**src/rtl/lsm_pkg.sv**
```systemverilog
package lsm_pkg;

   // Carrier arrangement; code 3 is treated as disposition.
   typedef enum logic [1:0] {
      MD_DISP = 2'd0,
      MD_OPP  = 2'd1,
      MD_ALT  = 2'd2,
      MD_RSV  = 2'd3
   } lsm_mode_e;

endpackage

```
**src/rtl/lsm_tri_gen.sv**
```systemverilog
module lsm_tri_gen
   import lsm_pkg::*;
#(
   parameter int CNT_W = 10
) (
   input  logic             clk_i,
   input  logic             rst_i,
   input  logic [CNT_W-1:0] half_i,
   input  logic [1:0]       mode_i,
   output logic [CNT_W-1:0] cnt_o,
   output logic [CNT_W-1:0] span_o,
   output lsm_mode_e        mode_o,
   output logic             valley_o,
   output logic             peak_o
);

   generate
      if (CNT_W < 1) begin : g_bad_cnt
         $error("lsm_tri_gen: CNT_W must be at least 1");
      end
   endgenerate

   logic [CNT_W-1:0] cnt_q;
   logic [CNT_W-1:0] span_q;
   logic             rise_q;
   lsm_mode_e        mode_q;

   assign valley_o = !rise_q && (cnt_q == '0);
   assign peak_o   = rise_q && (cnt_q == span_q);
   assign cnt_o    = cnt_q;
   assign span_o   = span_q;
   assign mode_o   = mode_q;

   always_ff @(posedge clk_i) begin
      if (rst_i) begin
         cnt_q  <= '0;
         rise_q <= 1'b0;
         span_q <= CNT_W'(1);
         mode_q <= MD_DISP;
      end else begin
         if (valley_o) begin
            span_q <= half_i;
            mode_q <= lsm_mode_e'(mode_i);
         end
         if (rise_q) begin
            if (cnt_q == span_q) begin
               rise_q <= 1'b0;
               cnt_q  <= cnt_q - CNT_W'(1);
            end else begin
               cnt_q  <= cnt_q + CNT_W'(1);
            end
         end else begin
            if (cnt_q == '0) begin
               rise_q <= 1'b1;
               cnt_q  <= CNT_W'(1);
            end else begin
               cnt_q  <= cnt_q - CNT_W'(1);
            end
         end
      end
   end

   // Input assumption: a zero span is never loaded.
   a_r2_span_nonzero: assert property (@(posedge clk_i) disable iff (rst_i)
      valley_o |-> (half_i != '0));

   a_r2_within_span: assert property (@(posedge clk_i) disable iff (rst_i)
      cnt_q <= span_q);

   a_r2_unit_step: assert property (@(posedge clk_i) disable iff (rst_i)
      1'b1 |=> ((cnt_q == $past(cnt_q) + CNT_W'(1)) || (cnt_q == $past(cnt_q) - CNT_W'(1))));

   a_r8_cfg_hold: assert property (@(posedge clk_i) disable iff (rst_i)
      !valley_o |=> ($stable(mode_q) && $stable(span_q)));

endmodule

```
**src/rtl/lsm_band_cmp.sv**
```systemverilog
module lsm_band_cmp
   import lsm_pkg::*;
#(
   parameter int REF_W  = 16,
   parameter int BAND_W = 12,
   parameter int CNT_W  = 10,
   parameter int NC     = 4,
   parameter int K      = 0
) (
   input  logic signed [REF_W-1:0] ref_i,
   input  logic [CNT_W-1:0]        cnt_i,
   input  logic [CNT_W-1:0]        span_i,
   input  lsm_mode_e               mode_i,
   output logic                    above_o
);

   localparam int PW       = BAND_W + CNT_W + 1;
   localparam int BASE_I   = (K - NC / 2) * (1 << BAND_W);
   localparam logic signed [REF_W:0] BASE   = (REF_W + 1)'(BASE_I);
   localparam logic signed [REF_W:0] BAND_S = (REF_W + 1)'(1 << BAND_W);
   localparam bit INV_OPP  = (K < NC / 2);
   localparam bit INV_ALT  = (K % 2 == 1);

   logic signed [REF_W:0] diff;
   logic [CNT_W-1:0]      pos;
   logic                  inv;
   logic [PW-1:0]         p_ref;
   logic [PW-1:0]         p_car;

   always_comb begin
      unique case (mode_i)
         MD_OPP:  inv = INV_OPP;
         MD_ALT:  inv = INV_ALT;
         default: inv = 1'b0;
      endcase
   end

   assign diff  = $signed({ref_i[REF_W-1], ref_i}) - BASE;
   assign pos   = inv ? (span_i - cnt_i) : cnt_i;
   assign p_ref = PW'(diff[BAND_W:0]) * PW'(span_i);
   assign p_car = {1'b0, pos, BAND_W'(0)};

   // Reference strictly above base + pos*B/span, cross-multiplied by span.
   always_comb begin
      if (diff[REF_W] || (diff == '0)) begin
         above_o = 1'b0;
      end else if (diff > BAND_S) begin
         above_o = 1'b1;
      end else begin
         above_o = (p_ref > p_car);
      end
   end

endmodule

```
**src/rtl/lsm_modulator.sv**
```systemverilog
module lsm_modulator
   import lsm_pkg::*;
#(
   parameter int LEVELS = 5,
   parameter int REF_W  = 16,
   parameter int BAND_W = 12,
   parameter int CNT_W  = 10
) (
   input  logic                                   clk_i,
   input  logic                                   rst_i,
   input  logic signed [REF_W-1:0]                ref_i,
   input  logic [CNT_W-1:0]                       half_i,
   input  logic [1:0]                             mode_i,
   output logic signed [$clog2((LEVELS-1)/2+1):0] level_o,
   output logic                                   strobe_o
);

   localparam int NC      = LEVELS - 1;
   localparam int HALF_NC = NC / 2;
   localparam int LVL_W   = $clog2(HALF_NC + 1) + 1;
   localparam logic signed [REF_W-1:0] TOP_S = REF_W'(HALF_NC * (1 << BAND_W));
   localparam logic signed [REF_W-1:0] BOT_S = -TOP_S;

   generate
      if (LEVELS < 3 || LEVELS % 2 == 0) begin : g_bad_levels
         $error("lsm_modulator: LEVELS must be odd and at least 3");
      end
      if (REF_W < BAND_W + $clog2(HALF_NC) + 2) begin : g_bad_ref
         $error("lsm_modulator: REF_W too narrow for the carrier bands");
      end
   endgenerate

   logic [CNT_W-1:0]       cnt;
   logic [CNT_W-1:0]       span;
   lsm_mode_e              mode_q;
   logic                   valley;
   logic                   peak;
   logic signed [REF_W-1:0] ref_q;
   logic                   evt_q;
   logic                   strb_q;
   logic [NC-1:0]          above;
   logic [LVL_W-1:0]       n_above;
   logic signed [LVL_W-1:0] lvl_d;
   logic signed [LVL_W-1:0] lvl_q;

   lsm_tri_gen #(.CNT_W(CNT_W)) i_tri (
      .clk_i    (clk_i),
      .rst_i    (rst_i),
      .half_i   (half_i),
      .mode_i   (mode_i),
      .cnt_o    (cnt),
      .span_o   (span),
      .mode_o   (mode_q),
      .valley_o (valley),
      .peak_o   (peak)
   );

   for (genvar k = 0; k < NC; k++) begin : g_band
      lsm_band_cmp #(
         .REF_W  (REF_W),
         .BAND_W (BAND_W),
         .CNT_W  (CNT_W),
         .NC     (NC),
         .K      (k)
      ) i_cmp (
         .ref_i   (ref_q),
         .cnt_i   (cnt),
         .span_i  (span),
         .mode_i  (mode_q),
         .above_o (above[k])
      );
   end

   always_comb begin
      n_above = '0;
      for (int k = 0; k < NC; k++) begin
         n_above = n_above + LVL_W'(above[k]);
      end
      lvl_d = $signed(n_above - LVL_W'(HALF_NC));
   end

   always_ff @(posedge clk_i) begin
      if (rst_i) begin
         ref_q  <= '0;
         evt_q  <= 1'b0;
         strb_q <= 1'b0;
         lvl_q  <= '0;
      end else begin
         if (valley || peak) begin
            ref_q <= ref_i;
         end
         evt_q  <= valley || peak;
         strb_q <= evt_q;
         lvl_q  <= lvl_d;
      end
   end

   assign level_o  = lvl_q;
   assign strobe_o = strb_q;

   a_r3_level_span: assert property (@(posedge clk_i) disable iff (rst_i)
      (lvl_q >= -LVL_W'(HALF_NC)) && (lvl_q <= LVL_W'(HALF_NC)));

   a_r7_sat_high: assert property (@(posedge clk_i) disable iff (rst_i)
      (ref_q > TOP_S) |=> (lvl_q == LVL_W'(HALF_NC)));

   a_r7_sat_low: assert property (@(posedge clk_i) disable iff (rst_i)
      (ref_q <= BOT_S) |=> (lvl_q == -LVL_W'(HALF_NC)));

   a_r9_ref_hold: assert property (@(posedge clk_i) disable iff (rst_i)
      !(valley || peak) |=> $stable(ref_q));

   a_r10_strobe_src: assert property (@(posedge clk_i) disable iff (rst_i)
      strb_q |-> $past(valley || peak, 2));

endmodule

```
**config.mk**
```make
export PLATFORM = sky130hd
export DESIGN_NAME = lsm_modulator
export DESIGN_NICKNAME = d
export VERILOG_FILES = /design/src/rtl/lsm_pkg.sv /design/src/rtl/lsm_tri_gen.sv /design/src/rtl/lsm_band_cmp.sv /design/src/rtl/lsm_modulator.sv
export SDC_FILE = /design/constraint.sdc
export NUM_CORES = 1
export LEC_CHECK = 0
export ABC_AREA = 1
export BUFFER_PORTS_ARGS = -buffer_cell sky130_fd_sc_hd__buf_4
export CORE_MARGIN = 8
export CORE_UTILIZATION = 50
export DETAILED_ROUTE_END_ITERATION = 10
export PLACE_DENSITY_LB_ADDON = 0.12
export SLEW_MARGIN = 10
export SYNTH_ARGS = -nofsm -noshare
export SYNTH_HDL_FRONTEND = slang
export SYNTH_SLANG_ARGS = --single-unit
```
**constraint.sdc**
```tcl
create_clock -name clk_i -period 7.1 [get_ports clk_i]
set_input_delay 1.065 -clock clk_i [delete_from_list [all_inputs] [get_ports clk_i]]
set_output_delay 1.065 -clock clk_i [all_outputs]
set_load 0.01 [all_outputs]
```
# After elaboration in Yosys (flattened, before gate mapping)

Index checks and enable logic that the tools add are counted.

Register bits: 44
Bits in latches: 0
Memory bits (writable): 0
Bits in read-only memories: 0
Input port bits: 30
Output and inout port bits: 4
Word-level logic and storage cells: 67
Memories kept: 0

Add/sub/neg operators: 10
Multipliers: 4
Div/mod/pow operators: 0
$lt $le $gt $ge: 8
Equal/unequal tests: 3
Shifts and indexed selects: 0
Multiplexer cells: 20
Bitwise logic cells: 0
Reductions and logical operators: 14

Operators by type and width:

| operator                                                               | number |
|---|---|
| 23-bit by 22-bit > comparator with 1-bit output                        | 4 |
| 13-bit by 10-bit multiplier with 23-bit output                         | 4 |
| 17-bit zero test                                                       | 4 |
| 10-bit 2-to-1 mux                                                      | 6 |
| 17-bit by 14-bit > comparator with 1-bit output, second input constant | 3 |
| 16-bit by 14-bit subtractor with 17-bit output, second input constant  | 2 |
| 16-bit by 13-bit subtractor with 17-bit output, second input constant  | 1 |
| 16-bit by 14-bit > comparator with 1-bit output, second input constant | 1 |
| 1-bit 2-to-1 mux                                                       | 14 |
| 10-bit by 1-bit adder with 10-bit output, second input constant        | 1 |
| 10-bit equality test                                                   | 1 |
| 10-bit zero test                                                       | 1 |
| 10-bit by 1-bit subtractor with 10-bit output, second input constant   | 1 |
| 10-bit subtractor                                                      | 1 |
| 1-bit logical OR                                                       | 5 |
| 2-bit by 1-bit adder with 3-bit output                                 | 1 |
| 3-bit by 1-bit adder with 3-bit output                                 | 1 |
| 3-bit by 2-bit subtractor with 3-bit output, second input constant     | 1 |
| 1-bit by 1-bit adder with 2-bit output                                 | 1 |
| 2-bit by 1-bit equality test with 1-bit output, second input constant  | 1 |
| 2-bit equality test, second input constant                             | 1 |
| 1-bit logical AND                                                      | 2 |
| 2-bit OR reduction                                                     | 1 |
| 1-bit zero test                                                        | 1 |

# Longest topological paths before layout

Gate-level depths: netlist of run 1.

Depth in word-level cells: 11
Mapped depth: 43
Gate-level depth less buffers: 42

# By module

Synthesis of run 1 repeated with hierarchy kept, for this count alone.

Cell total of the unflattened synthesis: 3,383
Area, all modules: 23,513.8 µm²

Modules (own cells, without submodules):

| module                         | instances | cells each | area each (µm²) | sequential area each (µm²) |
|---|---|---|---|---|
| lsm_band_cmp (g_band[3].i_cmp) | 1         | 796        | 5,430.2         | 0.0 |
| lsm_band_cmp (g_band[1].i_cmp) | 1         | 770        | 5,420.2         | 0.0 |
| lsm_band_cmp (g_band[0].i_cmp) | 1         | 784        | 5,400.2         | 0.0 |
| lsm_band_cmp (g_band[2].i_cmp) | 1         | 689        | 4,835.9         | 0.0 |
| lsm_tri_gen                    | 1         | 224        | 1,556.5         | 460.4 |
| lsm_modulator                  | 1         | 120        | 870.8           | 420.4 |

# Least setup slack after synthesis of run 1

Ideal clock, no wire load.

Path kind: register to register
From: register i_tri.span_q[9] (netlist: i_tri.span_o[9])
To: register lvl_q[1] (netlist: level_o[1])
Library setup time: 0.066 ns
Arrival time: 6.858 ns
Path slack: 0.176 ns
Cell stages (with the launch flop): 39
Buffers on the path: 1
Period minus slack after synthesis: 6.924 ns
Path through: dfxtp_1 clkbuf_1 nand2_1 fa_1 fa_1 inv_1 fa_1 fa_1 fa_1 ha_1 nand2_1 nor2_1 nand3_1 nand3_1 inv_1 o21ai_1 nand3_1 nor2_1 [... 3 more ...] nand2_1 nor3_1 nand2_1 o211ai_1 a21o_1 nand2_1 nand2_1 nand2_1 nand2_1 nand2_1 nand2_1 nand2_1 fa_1 inv_1 ha_1 inv_1 ha_1 nor2_1

Word-level cells in the longest chain between the ends: 9
Elaborated cells between the ends (all ways): 24
Those cells by class: add/sub (5); mul (4); order compare (4); mux (11)

RTL lines:

| what                                                                                                   | line                | text |
|---|---|---|
| start, declared                                                                                        | lsm_tri_gen.sv:24   | `logic [CNT_W-1:0] span_q;` |
| start signal, assigned                                                                                 | lsm_tri_gen.sv:42   | `span_q <= half_i;` |
| parallel branches: the longest is 7 deep, another holds 13-bit by 10-bit multiplier with 23-bit output | --                  |  |
| 3-bit by 1-bit adder with 3-bit output (*)                                                             | lsm_modulator.sv:77 | `n_above = n_above + LVL_W'(above[k]);` |
| 3-bit by 2-bit subtractor with 3-bit output (*)                                                        | lsm_modulator.sv:79 | `lvl_d = $signed(n_above - LVL_W'(HALF_NC));` |
| end signal, assigned                                                                                   | lsm_modulator.sv:94 | `lvl_q <= lvl_d;` |
| end, declared                                                                                          | lsm_modulator.sv:44 | `logic signed [LVL_W-1:0] lvl_q;` |

Every way passes the cells marked *.
A chain may end at the register's enable or synchronous reset.

# Worst setup path after layout of run 1

From: register ref_q[6]
To: register lvl_q[1] (netlist: level_o[1])

Word-level cells in the longest chain between the ends: 9
Elaborated cells between the ends (all ways): 35
Those cells by class: add/sub (7); mul (4); order compare (8); mux (8); reduce/logical (8)

RTL lines:

| what                                                                                                                    | line                | text |
|---|---|---|
| start, declared                                                                                                         | lsm_modulator.sv:38 | `logic signed [REF_W-1:0] ref_q;` |
| start signal, assigned                                                                                                  | lsm_modulator.sv:90 | `ref_q <= ref_i;` |
| 16-bit by 14-bit subtractor with 17-bit output / 16-bit by 13-bit subtractor with 17-bit output (equally long branches) | lsm_band_cmp.sv:38  | `assign diff = $signed({ref_i[REF_W-1], ref_i}) - BASE;` |
| 13-bit by 10-bit multiplier with 23-bit output                                                                          | lsm_band_cmp.sv:40  | `assign p_ref = PW'(diff[BAND_W:0]) * PW'(span_i);` |
| 23-bit by 22-bit > comparator with 1-bit output                                                                         | lsm_band_cmp.sv:50  | `above_o = (p_ref > p_car);` |
| 1-bit 2-to-1 mux                                                                                                        | lsm_band_cmp.sv:47  | `end else if (diff > BAND_S) begin` |
| 1-bit 2-to-1 mux                                                                                                        | lsm_band_cmp.sv:45  | `if (diff[REF_W] \|\| (diff == '0)) begin` |
| 1-bit by 1-bit adder with 2-bit output                                                                                  | lsm_modulator.sv:77 |  |
| 2-bit by 1-bit adder with 3-bit output                                                                                  | lsm_modulator.sv:77 |  |
| 3-bit by 1-bit adder with 3-bit output (*)                                                                              | lsm_modulator.sv:77 |  |
| 3-bit by 2-bit subtractor with 3-bit output (*)                                                                         | lsm_modulator.sv:79 |  |

Every way passes the cells marked *; elsewhere a longest branch is shown, timed or not.

==> results of run 1 <==
[cells by family after synthesis]
logic type | count (synthesis)
simple gates | 538
fa+ha+maj | 260
xor+xnor | 41
compound gates | 181
flops | 44
mux | 1
buf+inv | 314
[state kept, by name (all words and copies together), names as in the netlist]
name	cells
i_tri.cnt_o	10
level_o	3
i_tri.rise_q	1
i_tri.mode_o	2
strobe_o	1
ref_q	16
i_tri.span_o	10
evt_q	1
[per-stage QoR]
stage | instances | setup slack [ns] | util
floorplan | 1379 | 0.1764 | -
global placement | 1716 | -0.1089 | 0.5570
detailed placement | 1716 | -0.1768 | 0.5570
CTS | 1724 | 0.004174 | 0.5705
global route | 1738 | -0.09119 | 0.6058
finish | 1738 | 0.1493 | 0.6058
[worst reg2reg max path, delay by kind of cell (launching register included)]
kind / cells / cell delay, ns
XOR/XNOR: 1 / 0.18
flip-flops: 1 / 0.41
AO/OA/AOI/OAI: 1 / 0.16
adder cells (fa/ha/maj): 10 / 3.98
buffers and inverters: 7 / 0.39
AND/OR/NAND/NOR: 19 / 1.71
[cell type report]
class | instances | area [um^2] | area share
Clock inverter | 1 | 30.03 | 0.002572
Multi-Input combinational cell | 1021 | 8204 | 0.7028
Sequential cell | 44 | 935.9 | 0.08017
Timing Repair Buffer | 128 | 998.5 | 0.08553
Inverter | 272 | 1021 | 0.08746
Clock buffer | 7 | 152.6 | 0.01308
Tap cell | 265 | 331.6 | 0.02840
[power groups by stage]
stage               Combinational [mW]  Sequential, mW  Clock, mW
floorplan                         2.90           0.417          0
global placement                  4.13           0.493          0
detailed placement                4.17           0.493          0
CTS                               4.25           0.497      0.303
global route                      5.33           0.534      0.313
finish                            4.78           0.517      0.296
[synthesized netlist by cell type (2+ instances only)]
cell	number	share of area
buf_2	3	0.0015
buf_4	2	0.0015
ha_1	151	0.19
a31oi_1	8	0.0051
a211oi_1	2	0.0015
xor2_1	24	0.022
buf_1	2	0.00077
nor3b_1	2	0.0015
nand2_1	348	0.13
inv_1	270	0.10
xnor2_1	17	0.015
a21oi_1	75	0.039
clkbuf_1	34	0.013
a221oi_1	2	0.0018
o21bai_1	4	0.0031
dfxtp_1	44	0.091
nand3_1	56	0.029
or2_1	2	0.0013
o21ai_0	70	0.036
a311oi_1	2	0.0018
and3_1	2	0.0013
o21ai_2	2	0.0018
fa_1	109	0.22
a21o_1	5	0.0039
or2_2	3	0.0019
nor3_1	13	0.0067
nor4_1	4	0.0026
o221ai_1	2	0.0018
nand4_1	15	0.0097
nor2_1	87	0.034
o31ai_1	2	0.0015
[worst min-delay path by stage]
stage | startpoint | to | slack, ns | cells past startpoint
after CTS | evt_q | strobe_o | 0.42 | 2
after global placement | evt_q | strobe_o | 0.41 | 2
after global routing | evt_q | strobe_o | 0.45 | 2
after detailed placement | evt_q | strobe_o | 0.41 | 2
after floorplan | evt_q | strobe_o | 0.39 | 2
final | evt_q | strobe_o | 0.41 | 2
[timing repair]
item | 4_1_cts | 5_1_grt
gates resized for setup | 27 | 128
endpoints found under the setup margin | 3 | 3
pin swaps | 2 | 86
setup buffers | 0 | 14
[layer usage]
metal  wire [um]  track usage
met1       12010       0.2947
met4        1004      0.07070
met5           0            0
met3        1279      0.02996
met2       13860       0.4069
==> summary.md, run 1 <==
| Metric | Value |
|---|---|
| EDFF count, synth | 0 |
| Reg-to-reg slack, setup | 0.15 ns |
| Chip height | 155.5 um |
| Nets@finish | 1762 |
| R2R Path End | level_o[1] |
| Critical path origin | ref_q[6] |
| Share of cells above drive strength 1 | 0.1799 |
| Antenna viol nets, final | 0 |
| Post-CTS Hold Buffers | 0 |
| Port Buffer Count | 33 |
| Setup TNS | 0 ns |
| Via count of the routed design | 9082 |
| Slew Limit Fails | 0 |
| CTS clock-pin slew for the worst setup and hold paths | 0.07 ns |
| Hold slack | 0.4133 ns |
| Initial DRT Pass Iterations | 5 |
| Critical-path top delay cell | fa_2 |
| Crit path max-delay family | adder cells |
| WS Path Type | flop to flop |
| Placement Rows | 51 |
| Core Region | 0.01927 mm^2 |
| Initial Utilization | 0.5045 |
| Max clock buf depth | 2 |
| Post-synthesis cell type count | 48 |
| Clock skew | 0.006138 ns |
| Largest family of logic cells by synthesized area | adder cells |
| Post-synthesis xor/xnor area fraction | 0.03693 |
| N_diodes | 0 |
| FF+latch count, synth | 44 |
| Sinks on Clock Net | 44 |
| Critical-path maximum fanout | 6 |
| Simple logic cell fraction of the synthesized area | 0.2271 |
| Total CTS buffers | 5 |
| Status | complete, no violations |
| Clk network pwr share | 0.053 |
| CP required | 7.30 ns |
| DR DRC count | 0 |
| Worst path bufs/invs | 7 |
| Final number of setup-violating endpoints | 0 |
| GP Congestion | 0.9520 |
| CTS tree | yes |
| Die Span X | 155.5 um |
| Crit share post-route | 0.9790 |
| Clock Latency Late Sink | 0.30 ns |
| GRT Util Overall | 0.2333 |
| Pwr Total | 5.592 mW |
| Comb pwr share | 0.855 |
| Routed wire length | 28.15 mm |
| GRT Residual Overflow | 0 |
| Sequential fraction of the synthesis area | 0.09059 |
| Most frequent cells in the layout | nand2_1, inv_1, ha_1 |
| First-pass GRT wire length | 44.75 mm |
| Avg WL per Cell | 16.20 um |
| Initial antenna violation count | 1 |
| Slew at the pin with the worst max-slew slack | 0.9567 ns |
| Die area | 0.02416 mm^2 |
| Compound-Gate Fraction of Synth Area | 0.1024 |
| P_int | 2.514 mW |
| Synth Instances | 1379 |
| Post-synthesis mux area share | 0.001029 |
| Power per Cell Area | 479.0 mW/mm^2 |
| Post-synth top flop | dfxtp_1 |
| Post-Syn Nets | 1669 |
| VDD IR max | 281.4 uV |
| Cell area after synthesis | 0.009723 mm^2 |
| Max cap viols | 0 |
| Synthesis-to-layout area growth | 20.06% |
| Sw Share | 0.5505 |
| Max stage delay on crit path | 0.53 ns |
| Most common cell after layout, fill and taps aside | nand2_1 |
| I/O pin total | 34 |
| FFs w/ async S/R, synth | 0 |
| Critical Path AT | 7.15 ns |
| Lkg Pwr | 6.842 nW |
| NetSw | 3.078 mW |
| Register share of total power | 0.092 |
| Post-Synth Adder-Cell Area | 0.4187 |
| Slew HR | 0.3604 |
| H-Tree Depth | 2 |
| Fin area | 0.01167 mm^2 |
| Routed vias/inst | 5.226 |
| Crit path top cell by count | fa_1 |
| Mapped Avg Cell Area | 7.051 um^2 |
| R2R Path Start | ref_q[6] |
| Vias in the first global route | 9013 |
| Setup crit start kind | flop |
| Worst Setup End Kind | flop |
| Worst Hold Class | flop to flop |
| Cell count along the critical path | 38 |
| Fmax | 143.9 MHz |
| Post-DP Area | 0.01073 mm^2 |
| Root buffer cell | clkbuf_16 |
| Synthesis warning total | 0 |
| End of the critical path | level_o[1] |
| First DRT Iteration DRCs | 460 |
| HPWL after DPL | 23.60 mm |
| Largest net degree at the start of global routing | 31 |
| Post-layout min period | 6.951 ns |
| Filler Cell Count | 1856 |
| Worst r2r path cells | 38 |
| Endpoints failing hold | 0 |
Power figures use the tool's default switching activity.
==> run 2, diff against run 1 <==
--- a/config.mk
+++ b/config.mk
@@ -7,7 +7,7 @@
 export LEC_CHECK = 0
 export ABC_AREA = 1
 export BUFFER_PORTS_ARGS = -buffer_cell sky130_fd_sc_hd__buf_4
-export CORE_MARGIN = 8
+export CORE_MARGIN = 1.5
 export CORE_UTILIZATION = 50
 export DETAILED_ROUTE_END_ITERATION = 10
 export PLACE_DENSITY_LB_ADDON = 0.12
==> run 2 against run 1 <==
Against the previous run: maximum frequency increased by 1.6%; design area decreased by 1.9%; non-clock buffer count decreased by 5.
==> summary.md, run 2 (synthesis results as in run 1) <==
| Metric | Value |
|---|---|
| Status | complete, no violations (unchanged) |
| Largest Register | ref_q (unchanged) |
| Lkg Pwr | 6.817 nW (was 6.842 nW) |
| Post-layout min period | 6.844 ns (was 6.951 ns) |
| Routed wire length | 26.89 mm (was 28.15 mm) |
| Post-DP Area | 0.01077 mm^2 (was 0.01073 mm^2) |
| Clock skew | 0.005724 ns (was 0.006138 ns) |
| Nets@finish | 1757 (was 1762) |
| Comb pwr share | 0.855 (about the same) |
| First-pass GRT wire length | 43.29 mm (was 44.75 mm) |
| VDD IR max | 280.8 uV (was 281.4 uV) |
| First DRT Iteration DRCs | 485 (was 460) |
| Root buffer cell | clkbuf_16 (unchanged) |
| Total CTS buffers | 5 (unchanged) |
| Crit path top cell by count | fa_1 (unchanged) |
| Sinks on Clock Net | 44 (unchanged) |
| Crit share post-route | 0.9639 (was 0.9790) |
| Chip height | 142.5 um (was 155.5 um) |
| Max stage delay on crit path | 0.57 ns (was 0.53 ns) |
| Via count of the routed design | 8861 (was 9082) |
| Initial antenna violation count | 0 (was 1) |
| GP Congestion | 0.9565 (was 0.9520) |
| P_int | 2.428 mW (was 2.514 mW) |
| Largest net degree at the start of global routing | 31 (unchanged) |
| Fmax | 146.1 MHz (was 143.9 MHz) |
| Core Region | 0.01889 mm^2 (was 0.01927 mm^2) |
| Setup crit start kind | flop (unchanged) |
| Final number of setup-violating endpoints | 0 (unchanged) |
| Critical-path top delay cell | fa_1 (was fa_2) |
| CTS clock-pin slew for the worst setup and hold paths | 0.07 ns (about the same) |
| Antenna viol nets, final | 0 (unchanged) |
| Most common cell after layout, fill and taps aside | nand2_1 (unchanged) |
| Sw Share | 0.5518 (was 0.5505) |
| GRT Residual Overflow | 0 (unchanged) |
| Register share of total power | 0.092 (about the same) |
| Slew at the pin with the worst max-slew slack | 0.9186 ns (was 0.9567 ns) |
| Area of the multi-input gates | 0.008080 mm^2 (was 0.008204 mm^2) |
| Placement Rows | 50 (was 51) |
| NetSw | 2.989 mW (was 3.078 mW) |
| Worst path bufs/invs | 5 (was 7) |
| Clock Latency Late Sink | 0.30 ns (about the same) |
| Clk network pwr share | 0.053 (about the same) |
| Filler Cell Count | 1797 (was 1856) |
| GRT Util Overall | 0.2740 (was 0.2333) |
| Initial Utilization | 0.5146 (was 0.5045) |
| Slew HR | 0.3859 (was 0.3604) |
| Worst Setup End Kind | flop (unchanged) |
| Register area | 917.1 um^2 (was 935.9 um^2) |
| DR DRC count | 0 (unchanged) |
| Share of cells above drive strength 1 | 0.1580 (was 0.1799) |
| Max reg flops | 16 (unchanged) |
| Most frequent cells in the layout | nand2_1, inv_1, ha_1 (unchanged) |
| Hold slack | 0.4134 ns (was 0.4133 ns) |
| HPWL after DPL | 22.91 mm (was 23.60 mm) |
| N_diodes | 0 (unchanged) |
| Power per Cell Area | 473.1 mW/mm^2 (was 479.0 mW/mm^2) |
| Critical-path maximum fanout | 10 (was 6) |
| Vias in the first global route | 8585 (was 9013) |
| Routed vias/inst | 5.128 (was 5.226) |
| CP required | 7.30 ns (about the same) |
| Die Span X | 142.5 um (was 155.5 um) |
| Synthesis-to-layout area growth | 17.75% (was 20.06%) |
| Crit path max-delay family | adder cells (unchanged) |
| Port Buffer Count | 33 (unchanged) |
| I/O pin total | 34 (unchanged) |
| H-Tree Depth | 2 (unchanged) |
| CTS tree | yes (unchanged) |
| Max cap viols | 0 (unchanged) |
| Critical Path AT | 7.04 ns (was 7.15 ns) |
| Fin area | 0.01145 mm^2 (was 0.01167 mm^2) |
| Avg WL per Cell | 15.56 um (was 16.20 um) |
| Endpoints failing hold | 0 (unchanged) |
| Initial DRT Pass Iterations | 5 (unchanged) |
| Max clock buf depth | 2 (unchanged) |
| RSZ-0062 raised after global routing | true |
| WS Path Type | flop to flop (unchanged) |
| Die area | 0.02029 mm^2 (was 0.02416 mm^2) |
| Worst Hold Class | flop to flop (unchanged) |
| Slew Limit Fails | 0 (unchanged) |
## run 2: changes by cell type in the layout (fill, tap and decap cells not counted), moves of 3 or more
cell / change
fa_2: -6
buf_4: +3
ha_4: -5
dfxtp_4: -7
nand2_1: +4
a21oi_1: -3
inv_1: +9
buf_6: -7
ha_1: +5
inv_2: -9
dfxtp_2: +6
a21oi_2: +3
nand2_2: -4
fa_1: +6
## run 2: worst min-delay path: stages, from the launching register on
cell and delay [ns]:
dfxtp_1 0.30, inv_1 0.04, nor2_1 0.03
## run 2: layout make-up
cell class | instances | share of cell area
clock inverter | 2 | 0.003388
timing repair buffer | 123 | 0.08098
multi-input combinational | 1021 | 0.7058
sequential | 44 | 0.08011
clock buffer | 6 | 0.01213
inverter | 272 | 0.08918
tap | 260 | 0.02842
## run 2: power groups by stage
stage	Clock, mW	Sequential [mW]	Combinational [mW]
after global placement	0	0.485	4.21
final	0.289	0.497	4.63
after detailed placement	0	0.485	4.24
after CTS	0.293	0.485	4.31
after floorplan	0	0.417	2.90
after global routing	0.299	0.512	5.21
## run 2: stage by stage
step                  util  total power, mW  setup WS (ns)  cells  setup TNS, ns
floorplan                -            3.315         0.1764   1379              0
global placement    0.5702            4.694       -0.09771   1717        -0.1465
detailed placement  0.5702            4.721        -0.1276   1717        -0.2329
CTS                 0.5832            5.093       0.005723   1725              0
global route        0.6060            6.017       -0.06346   1728        -0.1107
finish              0.6060            5.417         0.2563   1728              0
## run 2: worst paths after layout
| kind | startpoint | end | slack [ns] | cells past startpoint |
|---|---|---|---|---|
| worst max-delay path | i_tri.span_o[6] | level_o[1] | 0.26 | 34 |
| worst min-delay path | evt_q | strobe_o | 0.41 | 2 |
| worst max register to register | i_tri.span_o[6] | level_o[1] | 0.26 | 34 |
| worst min register to register | evt_q | strobe_o | 0.41 | 2 |
## run 2: timing repair
action,CTS,global route
setup buffers,0,3
hold buffers,0,0
resized for setup,19,92
setup endpoints to repair,3,3
pin swaps,2,47
endpoints found under the hold margin,0,0
## run 2: routing by layer
metal / track usage / vias to the layer above / routed length (um)
met4: 0.06674 / 0 / 626
met2: 0.4711 / 185 / 13130
met3: 0.04004 / 35 / 1317
met1: 0.3617 / 4151 / 11810
met5: 0 / - / 0
li1: - / 4490 / -
==> run 3, diff against run 2 <==
--- a/config.mk
+++ b/config.mk
@@ -8,7 +8,7 @@
 export ABC_AREA = 1
 export BUFFER_PORTS_ARGS = -buffer_cell sky130_fd_sc_hd__buf_4
 export CORE_MARGIN = 1.5
-export CORE_UTILIZATION = 50
+export CORE_UTILIZATION = 59
 export DETAILED_ROUTE_END_ITERATION = 10
 export PLACE_DENSITY_LB_ADDON = 0.12
 export SLEW_MARGIN = 10
==> run 3 against run 2 <==
Against the previous run: global-route usage increased by 4.4 points; critical endpoint unchanged; register-to-register slack is essentially flat; clock skew barely moved; sequential share of layout area rose by 0.29 points; via count up 1.3%; design area is 2.3% lower; hold slack improved by 0.0059 ns; largest power group unchanged; cell count is 3.9% lower; die area decreased by 15%.
==> summary.md, run 3 (synthesis results as in run 1) <==
| Metric | Value |
|---|---|
| Area of the multi-input gates | 0.007996 mm^2 (was 0.008080 mm^2) |
| DR DRC count | 0 (unchanged) |
| Largest net degree at the start of global routing | 31 (unchanged) |
| Synthesis-to-layout area growth | 14.98% (was 17.75%) |
| First-pass GRT wire length | 43.65 mm (was 43.29 mm) |
| Hold slack | 0.4193 ns (was 0.4134 ns) |
| Power per Cell Area | 471.4 mW/mm^2 (was 473.1 mW/mm^2) |
| Post-layout min period | 6.842 ns (was 6.844 ns) |
| Max reg flops | 16 (unchanged) |
| Nets@finish | 1734 (was 1757) |
| GRT Util Overall | 0.3182 (was 0.2740) |
| Routed wire length | 26.94 mm (was 26.89 mm) |
| CTS tree | yes (unchanged) |
| Fmax | 146.2 MHz (was 146.1 MHz) |
| Reg-to-reg slack, setup | 0.26 ns (about the same) |
| WS Path Type | flop to flop (unchanged) |
| Register area | 928.4 um^2 (was 917.1 um^2) |
| Most common cell after layout, fill and taps aside | nand2_1 (unchanged) |
| N_diodes | 0 (unchanged) |
| Root buffer cell | clkbuf_16 (unchanged) |
| Vias in the first global route | 8842 (was 8585) |
| Crit share post-route | 0.9636 (was 0.9639) |
| Max stage delay on crit path | 0.59 ns (was 0.57 ns) |
| Initial DRT Pass Iterations | 5 (unchanged) |
| Max clock buf depth | 2 (unchanged) |
| Critical-path top delay cell | fa_1 (unchanged) |
| Avg WL per Cell | 16.22 um (was 15.56 um) |
| Filler Cell Count | 1397 (was 1797) |
| CP required | 7.30 ns (about the same) |
| RSZ-0062 raised after global routing | true (unchanged) |
| Status | complete, no violations (unchanged) |
| Chip height | 131.4 um (was 142.5 um) |
| Critical Path AT | 7.05 ns (was 7.04 ns) |
| Antenna viol nets, final | 0 (unchanged) |
| Critical-path maximum fanout | 5 (was 10) |
| Worst Setup End Kind | flop (unchanged) |
| Clock Latency Late Sink | 0.31 ns (was 0.30 ns) |
| Sinks on Clock Net | 44 (unchanged) |
| Slew Limit Fails | 0 (unchanged) |
| Register share of total power | 0.094 (was 0.092) |
| Routed vias/inst | 5.405 (was 5.128) |
| Lkg Pwr | 6.657 nW (was 6.817 nW) |
| Post-CTS Hold Buffers | 0 (unchanged) |
| Worst Hold Class | flop to flop (unchanged) |
| Sw Share | 0.5683 (was 0.5518) |
| P_int | 2.275 mW (was 2.428 mW) |
| Die Span X | 131.4 um (was 142.5 um) |
| Largest Register | ref_q (unchanged) |
| Initial antenna violation count | 0 (unchanged) |
| Setup TNS | 0 ns (unchanged) |
| Via count of the routed design | 8977 (was 8861) |
| Non-Filler Instances | 1661 (was 1728) |
| Post-Place Cells | 1643 (was 1717) |
| Total CTS buffers | 5 (unchanged) |
| Initial Utilization | 0.6077 (was 0.5146) |
| Setup crit start kind | flop (unchanged) |
| Die area | 0.01726 mm^2 (was 0.02029 mm^2) |
| Slew HR | 0.3896 (was 0.3859) |
| GRT Residual Overflow | 0 (unchanged) |
| Slew at the pin with the worst max-slew slack | 0.9130 ns (was 0.9186 ns) |
| HPWL after DPL | 22.44 mm (was 22.91 mm) |
| Comb pwr share | 0.859 (was 0.855) |
| First DRT Iteration DRCs | 625 (was 485) |
| Placement Rows | 46 (was 50) |
| NetSw | 2.995 mW (was 2.989 mW) |
| GP Congestion | 0.9706 (was 0.9565) |
| Max cap viols | 0 (unchanged) |
| CTS clock-pin slew for the worst setup and hold paths | 0.07 ns (about the same) |
| Endpoints failing hold | 0 (unchanged) |
| Share of cells above drive strength 1 | 0.1377 (was 0.1580) |
| H-Tree Depth | 2 (unchanged) |
| Most frequent cells in the layout | nand2_1, inv_1, ha_1 (unchanged) |
| Pwr Total | 5.269 mW (was 5.417 mW) |
| Clock skew | 0.006191 ns (was 0.005724 ns) |
| Clk network pwr share | 0.046 (was 0.053) |
| Final number of setup-violating endpoints | 0 (unchanged) |
| VDD IR max | 345.5 uV (was 280.8 uV) |
| Core Region | 0.01600 mm^2 (was 0.01889 mm^2) |
| I/O pin total | 34 (unchanged) |
| Port Buffer Count | 33 (unchanged) |
-- run 3: critical path: cells and delay by family (launching register included) --
family	cells	cell delay, ns
adder cells (fa/ha/maj)	10	3.96
XOR/XNOR	1	0.25
flip-flops	1	0.36
AO/OA/AOI/OAI	4	0.66
AND/OR/NAND/NOR	9	0.95
buffers and inverters	6	0.53
-- run 3: area by class of cell --
class                   count  area share
multi-input cells        1021      0.7153
clock inverters             3    0.001679
clock buffers               5     0.01119
well taps                 216     0.02417
repair buffers            100     0.07331
inverters                 272     0.09133
flip-flops and latches     44     0.08304
-- run 3: power by group through the flow --
stage | Clock [mW] | Sequential (mW) | Combinational [mW]
finish | 0.244 | 0.498 | 4.53
global route | 0.255 | 0.512 | 5.07
global placement | 0 | 0.477 | 3.97
CTS | 0.246 | 0.482 | 4.15
floorplan | 0 | 0.417 | 2.90
detailed placement | 0 | 0.481 | 4.05
-- run 3: through the flow --
stage                     utilization  worst slack [ns]  instance area [um^2]
after floorplan                     -            0.1764                  9723
final                          0.6987            0.2581                 11180
after global routing           0.6987           -0.1008                 11180
after detailed placement       0.6573           -0.1321                 10520
after global placement         0.6573           -0.1034                 10520
after CTS                      0.6726         0.0009091                 10760
-- run 3: worst paths after layout --
kind | start | end | depth (start not counted)
worst max-delay path | i_tri.span_o[9] | level_o[1] | 30
worst min-delay path | evt_q | strobe_o | 2
worst max register to register | i_tri.span_o[9] | level_o[1] | 30
worst min register to register | evt_q | strobe_o | 2
-- run 3: layer usage --
metal	global-route usage	vias to the layer above	wire (um)
li1	-	4447	-
met1	0.4019	4222	11150
met2	0.5509	260	13430
met3	0.05633	48	1679
met4	0.1062	0	680
met5	0	-	0
-- run 3: timing repair --
action | 4_1_cts | 5_1_grt
pin swaps | 6 | 44
cloned | 0 | 1
endpoints found under the setup margin | 3 | 3
hold endpoints to repair | 0 | 0
setup buffers | 0 | 9
gates resized for setup | 23 | 85
